### src/rtl/cmd_slot_sched_pkg.sv
`timescale 1ns/1ps
package cmd_slot_sched_pkg;

    typedef enum logic [1:0] {
        ST_SCAN  = 2'd0,
        ST_ISSUE = 2'd1,
        ST_HOLD  = 2'd2
    } sched_state_t;

    localparam int          TAG_FIELD_W    = 8;
    localparam int          TAG_SHIFT      = 3;
    localparam logic [7:0]  DSTAT_READY    = 8'h40;
    localparam logic [7:0]  DSTAT_SEEK     = 8'h10;
    localparam logic [7:0]  DSTAT_ERR      = 8'h01;
    localparam logic [7:0]  DERR_ABORT     = 8'h04;
    localparam logic [7:0]  SDB_STAT_MASK  = 8'h77;

endpackage

### src/rtl/cmd_slot_sched_lowbit.sv
`timescale 1ns/1ps
module cmd_slot_sched_lowbit #(
    parameter int N     = 32,
    parameter int IDX_W = (N > 1) ? $clog2(N) : 1
) (
    input  logic [N-1:0]     vec,
    output logic             found,
    output logic [IDX_W-1:0] idx
);

    // Walk from the top down so the lowest set bit is the last one written.
    always_comb begin
        found = 1'b0;
        idx   = '0;
        for (int i = N - 1; i >= 0; i--) begin
            if (vec[i]) begin
                found = 1'b1;
                idx   = IDX_W'(i);
            end
        end
    end

endmodule

### src/rtl/cmd_slot_sched_tags.sv
`timescale 1ns/1ps
module cmd_slot_sched_tags
    import cmd_slot_sched_pkg::*;
#(
    parameter int N_TAGS = 32,
    parameter int TAG_W  = (N_TAGS > 1) ? $clog2(N_TAGS) : 1
) (
    input  logic              clk,
    input  logic              rst_n,
    input  logic              port_reset,
    input  logic              set_valid,
    input  logic [TAG_W-1:0]  set_tag,
    input  logic              done_valid,
    input  logic [TAG_W-1:0]  done_tag,
    input  logic              done_err,
    input  logic              sact_rd,
    output logic [N_TAGS-1:0] sactive,
    output logic [N_TAGS-1:0] finished,
    output logic [N_TAGS-1:0] serror,
    output logic [7:0]        rep_status,
    output logic [7:0]        rep_error,
    output logic              sdb_irq
);

    logic [7:0] done_status;

    assign done_status = done_err ? (DSTAT_READY | DSTAT_ERR)
                                  : (DSTAT_READY | DSTAT_SEEK);

    for (genvar t = 0; t < N_TAGS; t++) begin : g_tag
        logic hit_set;
        logic hit_done;
        logic act_q;
        logic fin_q;
        logic err_q;

        assign hit_set  = set_valid  && (set_tag  == TAG_W'(t));
        assign hit_done = done_valid && (done_tag == TAG_W'(t));

        always_ff @(posedge clk) begin
            if (!rst_n || port_reset) begin
                act_q <= 1'b0;
                fin_q <= 1'b0;
            end else begin
                // read reconciles against the old finished bit first
                act_q <= ((act_q && !(sact_rd && fin_q)) || hit_set) && !hit_done;
                fin_q <= (fin_q && !sact_rd) || hit_done;
            end
        end

        always_ff @(posedge clk) begin
            if (!rst_n) begin
                err_q <= 1'b0;
            end else if (hit_done && done_err) begin
                err_q <= 1'b1;
            end
        end

        assign sactive[t]  = act_q;
        assign finished[t] = fin_q;
        assign serror[t]   = err_q;
    end

    always_ff @(posedge clk) begin
        if (!rst_n) begin
            rep_status <= 8'h00;
            rep_error  <= 8'h00;
            sdb_irq    <= 1'b0;
        end else begin
            sdb_irq <= done_valid && !port_reset;
            if (done_valid && !port_reset) begin
                rep_status <= done_status & SDB_STAT_MASK;
                rep_error  <= done_err ? DERR_ABORT : 8'h00;
            end
        end
    end

endmodule

### src/rtl/cmd_slot_sched.sv
`timescale 1ns/1ps
module cmd_slot_sched
    import cmd_slot_sched_pkg::*;
#(
    parameter int NUM_SLOTS = 32,
    parameter int SLOT_W    = (NUM_SLOTS > 1) ? $clog2(NUM_SLOTS) : 1
) (
    input  logic                   clk,
    input  logic                   rst_n,
    input  logic                   port_reset,
    input  logic                   start_en,
    input  logic                   ci_wr_en,
    input  logic [NUM_SLOTS-1:0]   ci_wr_data,
    input  logic                   eng_bsy,
    input  logic                   eng_drq,
    output logic                   disp_valid,
    output logic [SLOT_W-1:0]      disp_slot,
    input  logic                   eng_ack,
    input  logic                   ack_queued,
    input  logic [TAG_FIELD_W-1:0] ack_tag_field,
    input  logic                   tag_done_valid,
    input  logic [SLOT_W-1:0]      tag_done_tag,
    input  logic                   tag_done_err,
    input  logic                   sact_rd,
    output logic [NUM_SLOTS-1:0]   cmd_issue,
    output logic                   busy_valid,
    output logic [SLOT_W-1:0]      busy_slot,
    output logic [NUM_SLOTS-1:0]   sactive,
    output logic [NUM_SLOTS-1:0]   finished,
    output logic [NUM_SLOTS-1:0]   serror,
    output logic [7:0]             sdb_status,
    output logic [7:0]             sdb_error,
    output logic                   sdb_irq,
    output logic                   dup_tag_err
);

    sched_state_t             st_q, st_d;
    logic [NUM_SLOTS-1:0]     ci_q, ci_d;
    logic [SLOT_W-1:0]        cur_q;
    logic                     dup_q;
    logic                     pick_found;
    logic [SLOT_W-1:0]        pick_idx;
    logic                     eng_idle;
    logic [TAG_FIELD_W-1:0]   tag_shifted;
    logic [SLOT_W-1:0]        ack_tag;
    logic                     retire;
    logic                     take_pick;
    logic                     tag_set;
    logic                     tag_dup;
    logic [NUM_SLOTS-1:0]     retire_mask;

    assign eng_idle    = !eng_bsy && !eng_drq;
    assign tag_shifted = ack_tag_field >> TAG_SHIFT;
    assign ack_tag     = tag_shifted[SLOT_W-1:0];

    cmd_slot_sched_lowbit #(
        .N     (NUM_SLOTS),
        .IDX_W (SLOT_W)
    ) u_pick (
        .vec   (ci_q),
        .found (pick_found),
        .idx   (pick_idx)
    );

    // next-state and action decode
    always_comb begin
        st_d      = st_q;
        retire    = 1'b0;
        take_pick = 1'b0;
        tag_set   = 1'b0;
        tag_dup   = 1'b0;
        unique case (st_q)
            ST_SCAN: begin
                if (start_en && pick_found && eng_idle) begin
                    take_pick = 1'b1;
                    st_d      = ST_ISSUE;
                end
            end
            ST_ISSUE: begin
                if (eng_ack) begin
                    if (ack_queued) begin
                        retire = 1'b1;
                        if (sactive[ack_tag]) begin
                            tag_dup = 1'b1;
                        end else begin
                            tag_set = 1'b1;
                        end
                        st_d = ST_SCAN;
                    end else if (!eng_idle) begin
                        st_d = ST_HOLD;
                    end else begin
                        retire = 1'b1;
                        st_d   = ST_SCAN;
                    end
                end
            end
            ST_HOLD: begin
                if (eng_idle) begin
                    retire = 1'b1;
                    st_d   = ST_SCAN;
                end
            end
            default: st_d = ST_SCAN;
        endcase
        if (port_reset) begin
            st_d      = ST_SCAN;
            retire    = 1'b0;
            take_pick = 1'b0;
            tag_set   = 1'b0;
            tag_dup   = 1'b0;
        end
    end

    assign retire_mask = retire ? (NUM_SLOTS'(1) << cur_q) : '0;

    always_comb begin
        if (port_reset) begin
            ci_d = '0;
        end else begin
            ci_d = (ci_q & ~retire_mask) | (ci_wr_en ? ci_wr_data : '0);
        end
    end

    // state register process
    always_ff @(posedge clk) begin
        if (!rst_n) begin
            st_q  <= ST_SCAN;
            ci_q  <= '0;
            cur_q <= '0;
            dup_q <= 1'b0;
        end else begin
            st_q  <= st_d;
            ci_q  <= ci_d;
            dup_q <= tag_dup;
            if (take_pick) begin
                cur_q <= pick_idx;
            end
        end
    end

    // output process
    always_comb begin
        disp_valid  = (st_q == ST_ISSUE);
        busy_valid  = (st_q == ST_HOLD);
        disp_slot   = cur_q;
        busy_slot   = cur_q;
        cmd_issue   = ci_q;
        dup_tag_err = dup_q;
    end

    cmd_slot_sched_tags #(
        .N_TAGS (NUM_SLOTS),
        .TAG_W  (SLOT_W)
    ) u_tags (
        .clk        (clk),
        .rst_n      (rst_n),
        .port_reset (port_reset),
        .set_valid  (tag_set),
        .set_tag    (ack_tag),
        .done_valid (tag_done_valid),
        .done_tag   (tag_done_tag),
        .done_err   (tag_done_err),
        .sact_rd    (sact_rd),
        .sactive    (sactive),
        .finished   (finished),
        .serror     (serror),
        .rep_status (sdb_status),
        .rep_error  (sdb_error),
        .sdb_irq    (sdb_irq)
    );

endmodule

### config.mk
export PLATFORM = sky130hd
export DESIGN_NAME = cmd_slot_sched
export DESIGN_NICKNAME = d
export VERILOG_FILES = /design/src/rtl/cmd_slot_sched_pkg.sv /design/src/rtl/cmd_slot_sched_lowbit.sv /design/src/rtl/cmd_slot_sched_tags.sv /design/src/rtl/cmd_slot_sched.sv
export SDC_FILE = /design/constraint.sdc
export NUM_CORES = 1
export LEC_CHECK = 0
export ABC_AREA = 1
export CAP_MARGIN = 10
export CORE_MARGIN = 2
export CORE_UTILIZATION = 40
export CTS_BUF_LIST = sky130_fd_sc_hd__clkbuf_2 sky130_fd_sc_hd__clkbuf_4 sky130_fd_sc_hd__clkbuf_8
export DETAILED_ROUTE_END_ITERATION = 8
export GPL_ROUTABILITY_DRIVEN = 1
export PLACE_DENSITY_LB_ADDON = 0.15
export SLEW_MARGIN = 25
export SYNTH_ARGS = -nofsm -noshare
export SYNTH_HDL_FRONTEND = slang
export SYNTH_SLANG_ARGS = --single-unit
export TNS_END_PERCENT = 100
### constraint.sdc
create_clock -name clk -period 3.5 [get_ports clk]
set_clock_uncertainty 0.2 [all_clocks]
set_input_delay 0.7 -clock clk [delete_from_list [all_inputs] [get_ports clk]]
set_output_delay 0.7 -clock clk [all_outputs]
set_load 0.05 [all_outputs]
[After elaboration in Yosys (flattened, before gate mapping)]
Index checks and enable logic that the tools add are counted.
Cells by class
  $lt $le $gt $ge: 1
  equal/unequal tests: 67
  shift operators: 1
  mux-type cells: 90
  bitwise operators: 7
  reductions and logical operators: 368
Operators by type and width (count)
  logical AND 1 bit: 228
  2-to-1 mux 5 bit: 33
  equality test 5 bit, second input constant: 32
  equality test 5 x 4 -> 1 bit, second input constant: 16
  zero test 1 bit: 69
  logical OR 1 bit: 65
  2-to-1 mux 32 bit: 2
  2-to-1 mux 1 bit: 46
  equality test 5 x 3 -> 1 bit, second input constant: 8
  bitwise AND 32 bit: 1
  NOT 32 bit: 1
  OR 32 bit: 1
  left shift 1 x 5 -> 32 bit, first input constant: 1
  equality test 5 x 2 -> 1 bit, second input constant: 4
  equality test 5 x 1 -> 1 bit, second input constant: 2
  zero test 5 bit: 2
  2-to-1 mux 2 bit: 5
  < comparator 5 x 6 -> 1 bit, second input constant: 1
  case mux 2 bit (3 select lines): 1
  binary-select mux 1 bit (select 5 bit): 1
  OR reduction 5 bit: 1
  inequality test 2 x 1 -> 1 bit, second input constant: 2
  NOT 1 bit: 4
  2-to-1 mux 3 bit: 1
  7 further kinds: 7
Word-level totals
  flip-flop bits (word level): 151
  input bits: 57
  output and inout bits: 158
  word-level logic and storage cells: 637

[Depth between registers and ports, before layout]
  word-level depth: 37
  mapped depth: 31
  gate-level depth less buffers: 31

[Modules after synthesis]
From an unflattened synthesis, not the netlist that was laid out.
Unflattened totals
  cells, all modules: 1139
  area, all modules: 7529.7 um^2
Modules (own cells, without submodules)
  cmd_slot_sched_tags: instances 1, cells each 666, area each 4798.4 um^2
  cmd_slot_sched: instances 1, cells each 366, area each 2288.4 um^2
  cmd_slot_sched_lowbit: instances 1, cells each 107, area each 442.9 um^2

[Worst setup path before layout]
OpenSTA, ideal clock, no wires.
  path type: in2reg
  from: in ack_tag_field[3]
  to: reg u_tags.g_tag[12].act_q
  library setup time: 64 ps
  arrival: 2411 ps
  required time: 3236 ps
  slack: 825 ps
  stages: 13
  buffers on the path: 2
  cell sequence: inv_1 -> nor2_1 -> buf_2 -> a22oi_1 -> nand2_1 -> a2111oi_0 -> nand2_1 -> o41ai_2 -> nand4_4 -> buf_6 -> o41ai_1 -> nand2_1 -> nor2_1
Between the ends
  word-level cells in the longest chain between the ends: 10
  elaborated cells on any way between the ends: 11
RTL lines
  from (decl): line cmd_slot_sched.sv:20  | input logic [TAG_FIELD_W-1:0] ack_tag_field,
  binary-select mux 1 bit (select 5 bit): line cmd_slot_sched.sv:83  | if (sactive[ack_tag]) begin
  2-to-1 mux 1 bit (implied by the code): line cmd_slot_sched.sv:83
  2-to-1 mux 1 bit: line cmd_slot_sched.sv:83
  2-to-1 mux 1 bit: line cmd_slot_sched.sv:81  | if (ack_queued) begin
  2-to-1 mux 1 bit: line cmd_slot_sched.sv:80  | if (eng_ack) begin
  2-to-1 mux 1 bit: line cmd_slot_sched.sv:72  | unique case (st_q)
  2-to-1 mux 1 bit: line cmd_slot_sched.sv:105  | if (port_reset) begin
  logical AND 1 bit (*): line cmd_slot_sched_tags.sv:37  | assign hit_set = set_valid && (set_tag == TAG_W'(t));
  logical OR 1 bit (*): line cmd_slot_sched_tags.sv:46  | act_q <= ((act_q && !(sact_rd && fin_q)) || hit_set) && !hit_done;
  logical AND 1 bit (*): line cmd_slot_sched_tags.sv:46
  to (signal assigned): line cmd_slot_sched_tags.sv:46
  to (decl): line cmd_slot_sched_tags.sv:33  | logic act_q;
Mark *: on every way between the ends. The rest lies on a longest branch, timed or not. The select of a mux whose other input is x is not followed.
A chain may end at the register's enable or synchronous reset.

[Final worst setup path]
  from: in ack_tag_field[4]
  to: reg u_tags.g_tag[13].act_q
Between the ends
  word-level cells in the longest chain between the ends: 10
  elaborated cells on any way between the ends: 11
RTL lines (line)
  binary-select mux 1 bit (select 5 bit): cmd_slot_sched.sv:83
  2-to-1 mux 1 bit (implied by the code): cmd_slot_sched.sv:83
  2-to-1 mux 1 bit: cmd_slot_sched.sv:83
  2-to-1 mux 1 bit: cmd_slot_sched.sv:81
  2-to-1 mux 1 bit: cmd_slot_sched.sv:80
  2-to-1 mux 1 bit: cmd_slot_sched.sv:72
  2-to-1 mux 1 bit: cmd_slot_sched.sv:105
  logical AND 1 bit (*): cmd_slot_sched_tags.sv:37
  logical OR 1 bit (*): cmd_slot_sched_tags.sv:46
  logical AND 1 bit (*): cmd_slot_sched_tags.sv:46
  to (signal assigned): cmd_slot_sched_tags.sv:46
  to (decl): cmd_slot_sched_tags.sv:33
Marks and branches as above.

==> results by group <==
Status
  • Status: completed

Power
  • Power density cells: 391 nW/um^2
  • Peak VDD IR: 0.237 mV
  • Internal power: 2.63 mW
  • Sw Ratio: 27.5%
  • Leakage dissipation: 3.47 nW
  • Clock network power share: 41.2%
  • Logic pwr share: 13.6%
  • Sequential power share: 45.2%
  • NetSw: 0.997 mW

Clock network
  • Hold Buf Count CTS: 0
  • TritonCTS sink count: 140
  • CTS tree: yes
  • H-tree depth: 4
  • Clock Path Buffers: 2
  • Clk pin slew, worst setup/hold paths: 0.08 ns
  • Worst-Skew Late Latency: 0.45 ns
  • CTS root buf: clkbuf_8
  • CTS Buf Count: 17

Placement
  • Pre-CTS setup slack: -0.197 ns
  • Placer Congestion: 0.909
  • Post-DP HPWL: 16.9 mm
  • Buffers on Ports: 199
  • Placed Area: 8810 sq um

Global routing
  • First-pass GRT wire length: 36.1 mm
  • Grt total ovfl: 0
  • Tot GR Track Use: 23.5%
  • Initial antenna violation count: 0
  • Vias in the first global route: 6493
  • Pin count of the biggest net entering global routing: 41

Critical path
  • CP Capture Type: flip-flop
  • CP Launch Type: input port
  • Worst-path cell chain: clkdlybuf4s50_1, nor2_1, buf_4, a22oi_1, a21oi_1, or2_1, o41ai_4, buf_4, nand4_4, buf_12, o41ai_1, nand2_1, nor2_1
  • Critical path arrival: 3.46 ns
  • Worst path depth: 13
  • Worst path bufs/invs: 4
  • Crit Path Category: in2reg
  • Worst reg-to-reg path cell count: 11
  • Slowest CP cell: clkdlybuf4s50_1
  • Reg-to-reg endpoint: u_tags.g_tag[13].act_q$_SDFF_PP0_
  • FF-to-FF setup slack: 0.94 ns
  • Setup crit end: u_tags.g_tag[13].act_q$_SDFF_PP0_
  • Critical Path Fanout Max: 32
  • Critical Path Max Stage Delay: 0.57 ns
  • CP Data Required Time: 3.70 ns
  • CP startpoint: ack_tag_field[4]
  • CP delay by family, top: buffers and inverters
  • Reg2reg start: u_tags.g_tag[31].act_q$_SDFF_PP0_

Yosys
  • Yosys cell types: 31
  • Synth Warn #: 0
  • Ranking of synthesized cells by area: dfxtp_1 38%, buf_4 12%, nand2_1 9.2%
  • #FFs+latches synth: 140
  • Number of flops mapped to enable cells by yosys: 0
  • Fraction of registers with async set/reset: 0%
  • Dominant synthesized flop cell: dfxtp_1
  • Avg Synthesized Cell Area: 7.14 sq um
  • Register area share after synthesis: 38.2%
  • Most frequent cells after synthesis: 179 x nand2_1, 163 x nor2_1, 140 x dfxtp_1
  • Synthesized cell area: 7330 sq um
  • Cells after Synth: 1027
  • Synth top area share: 38.2%
  • Yosys top cell by area: dfxtp_1
  • Most numerous cell in the Yosys netlist: nand2_1

STA
  • RSZ-0062 raised after global routing: no
  • Final worst setup slack: 0.239 ns
  • Final setup viols: 0
  • Final Hold Viols: 0
  • F_max: 0.307 GHz
  • Rel. slew slack: 36.0%
  • Period utilisation layout: 93.2%
  • Slew Viols, Final: 0
  • Setup TNS: 0 ns
  • Slew @ Worst Pin: 0.955 ns
  • Final min period: 3.26 ns

Floorplan
  • Die span in y: 139 microns
  • Row cnt: 49
  • Starting Density: 40.8%
  • Ports: 215
  • Core outline area: 18000 sq um
  • Chip width: 139 microns
  • Die Area: 19400 sq um

Drt
  • Vias per Instance: 5.04
  • DRT antenna net count: 0
  • Final wirelength: 22.9 mm
  • First-pass DRT Iterations: 5
  • Via count: 6875
  • Detailed Route Iter0 Violations: 607
  • DRC viols: 0
  • Wirelength per Cell: 16.8 microns

Layout
  • Layout cells sized above 1: 6.17%
  • Post-layout util: 51.6%
  • FILL cells: 1834
  • Area growth from synthesis to layout: 26.5%
  • Layout Nets: 1181
  • Number of diodes: 0
  • Post-route cell area: 9270 sq um

Hold path
  • Worst min-delay path category: reg2reg

Job
  • Number of max-cap violations: 0
## stage by stage
stage	total power, mW	hold slack (ns)	instances
after floorplan	1.99	0.230	1038
after global placement	2.16	0.247	1331
after detailed placement	2.16	0.253	1331
after CTS	3.64	0.271	1363
after global routing	3.76	0.286	1363
final	3.62	0.268	1363
## layer usage
metal  vias to the layer above  wire, microns  track usage [%]
met2                       278          10200             35.6
li1                       3395              -                -
met1                      3181          10500             33.3
met5                         -              0                0
met4                         0            224             5.64
met3                        21           1970             6.47
## sequential cells by signal (all words and copies together), names as in the netlist
name and count:
u_tags.g_tag.fin_q 32, u_tags.g_tag.err_q 32, u_tags.rep_status 3, u_tags.sdb_irq 1
st_q 2, dup_tag_err 1, busy_slot 5, u_tags.g_tag.act_q 32
cmd_issue 32
## power groups by stage
stage / clock network (mW) / registers (mW) / logic [mW]
2_1_floorplan: 0 / 1.73 / 0.259
6_report: 1.49 / 1.64 / 0.494
3_3_place_gp: 0 / 1.68 / 0.489
4_1_cts: 1.51 / 1.64 / 0.492
3_5_place_dp: 0 / 1.68 / 0.489
5_1_grt: 1.58 / 1.64 / 0.536
## worst reg2reg max path, cell delays in order, from the launching register on
cell,delay [ns]
dfxtp_1,0.35
a22oi_1,0.23
a21oi_1,0.11
a2111oi_0,0.43
nand2_1,0.16
o41ai_4,0.11
buf_4,0.20
nand4_4,0.08
buf_12,0.19
o41ai_1,0.28
nand2_1,0.08
nor2_1,0.09
## cells by family after synthesis
logic type                 after synthesis  synth area share, %
adders and majority gates                3                0.512
and+or+nand+nor                        379                 20.6
buffers and inverters                  280                 20.5
DFF                                    140                 38.2
other                                    1               0.0512
AOI/OAI and AO/OA                      224                 20.0
## worst min-delay path by stage
stage | startpoint | endpoint | cells after the start
finish | u_tags.g_tag[6].err_q$_SDFFE_PN0P_ | u_tags.g_tag[6].err_q$_SDFFE_PN0P_ | 1
CTS | u_tags.g_tag[6].err_q$_SDFFE_PN0P_ | u_tags.g_tag[6].err_q$_SDFFE_PN0P_ | 1
detailed placement | u_tags.g_tag[6].err_q$_SDFFE_PN0P_ | u_tags.g_tag[6].err_q$_SDFFE_PN0P_ | 1
global placement | u_tags.g_tag[30].err_q$_SDFFE_PN0P_ | u_tags.g_tag[30].err_q$_SDFFE_PN0P_ | 1
floorplan | u_tags.g_tag[27].err_q$_SDFFE_PN0P_ | u_tags.g_tag[27].err_q$_SDFFE_PN0P_ | 2
global route | u_tags.g_tag[22].err_q$_SDFFE_PN0P_ | u_tags.g_tag[22].err_q$_SDFFE_PN0P_ | 2
## cells in the final DEF (no fill, tap or decap), drive strengths merged
cell           synthesis  routed
clkdlybuf4s50          0     199
nand2                181     181
nor2                 163     163
dfxtp                140     140
inv                  118     117
a21oi                 82      82
o31ai                 49      49
o21a                  30      30
buf                  120      26
o21ai                 25      25
clkbuf                41      21
o41ai                 17      17
a22oi                 16      16
nand4                 16      16
conb                   1      12
nand3                 10      10
clkinv                 1       7
nor3                   4       4
bufinv                 0       4
nor4                   3       3
ha                     3       3
a211oi                 2       2
clkinvlp               0       2
or2                    2       2
a21boi                 1       1
a2111oi                1       1
a311oi                 1       1
## final cells by class
class / count / area [sq um] / area share [%]
clock inverters: 11 / 164 / 1.77
inverters: 119 / 447 / 4.82
well taps: 229 / 287 / 3.09
flip-flops and latches: 140 / 2800 / 30.2
repair buffers: 225 / 2200 / 23.7
clock buffers: 21 / 289 / 3.12
multi-input cells: 618 / 3080 / 33.2
## what timing repair did
| action | 4_1_cts | 5_1_grt |
|---|---|---|
| endpoints found under the setup margin | 0 | 1 |
| resized for setup | 0 | 1 |
| setup buffers | 0 | 0 |
(Power assumes the default switching activity.)
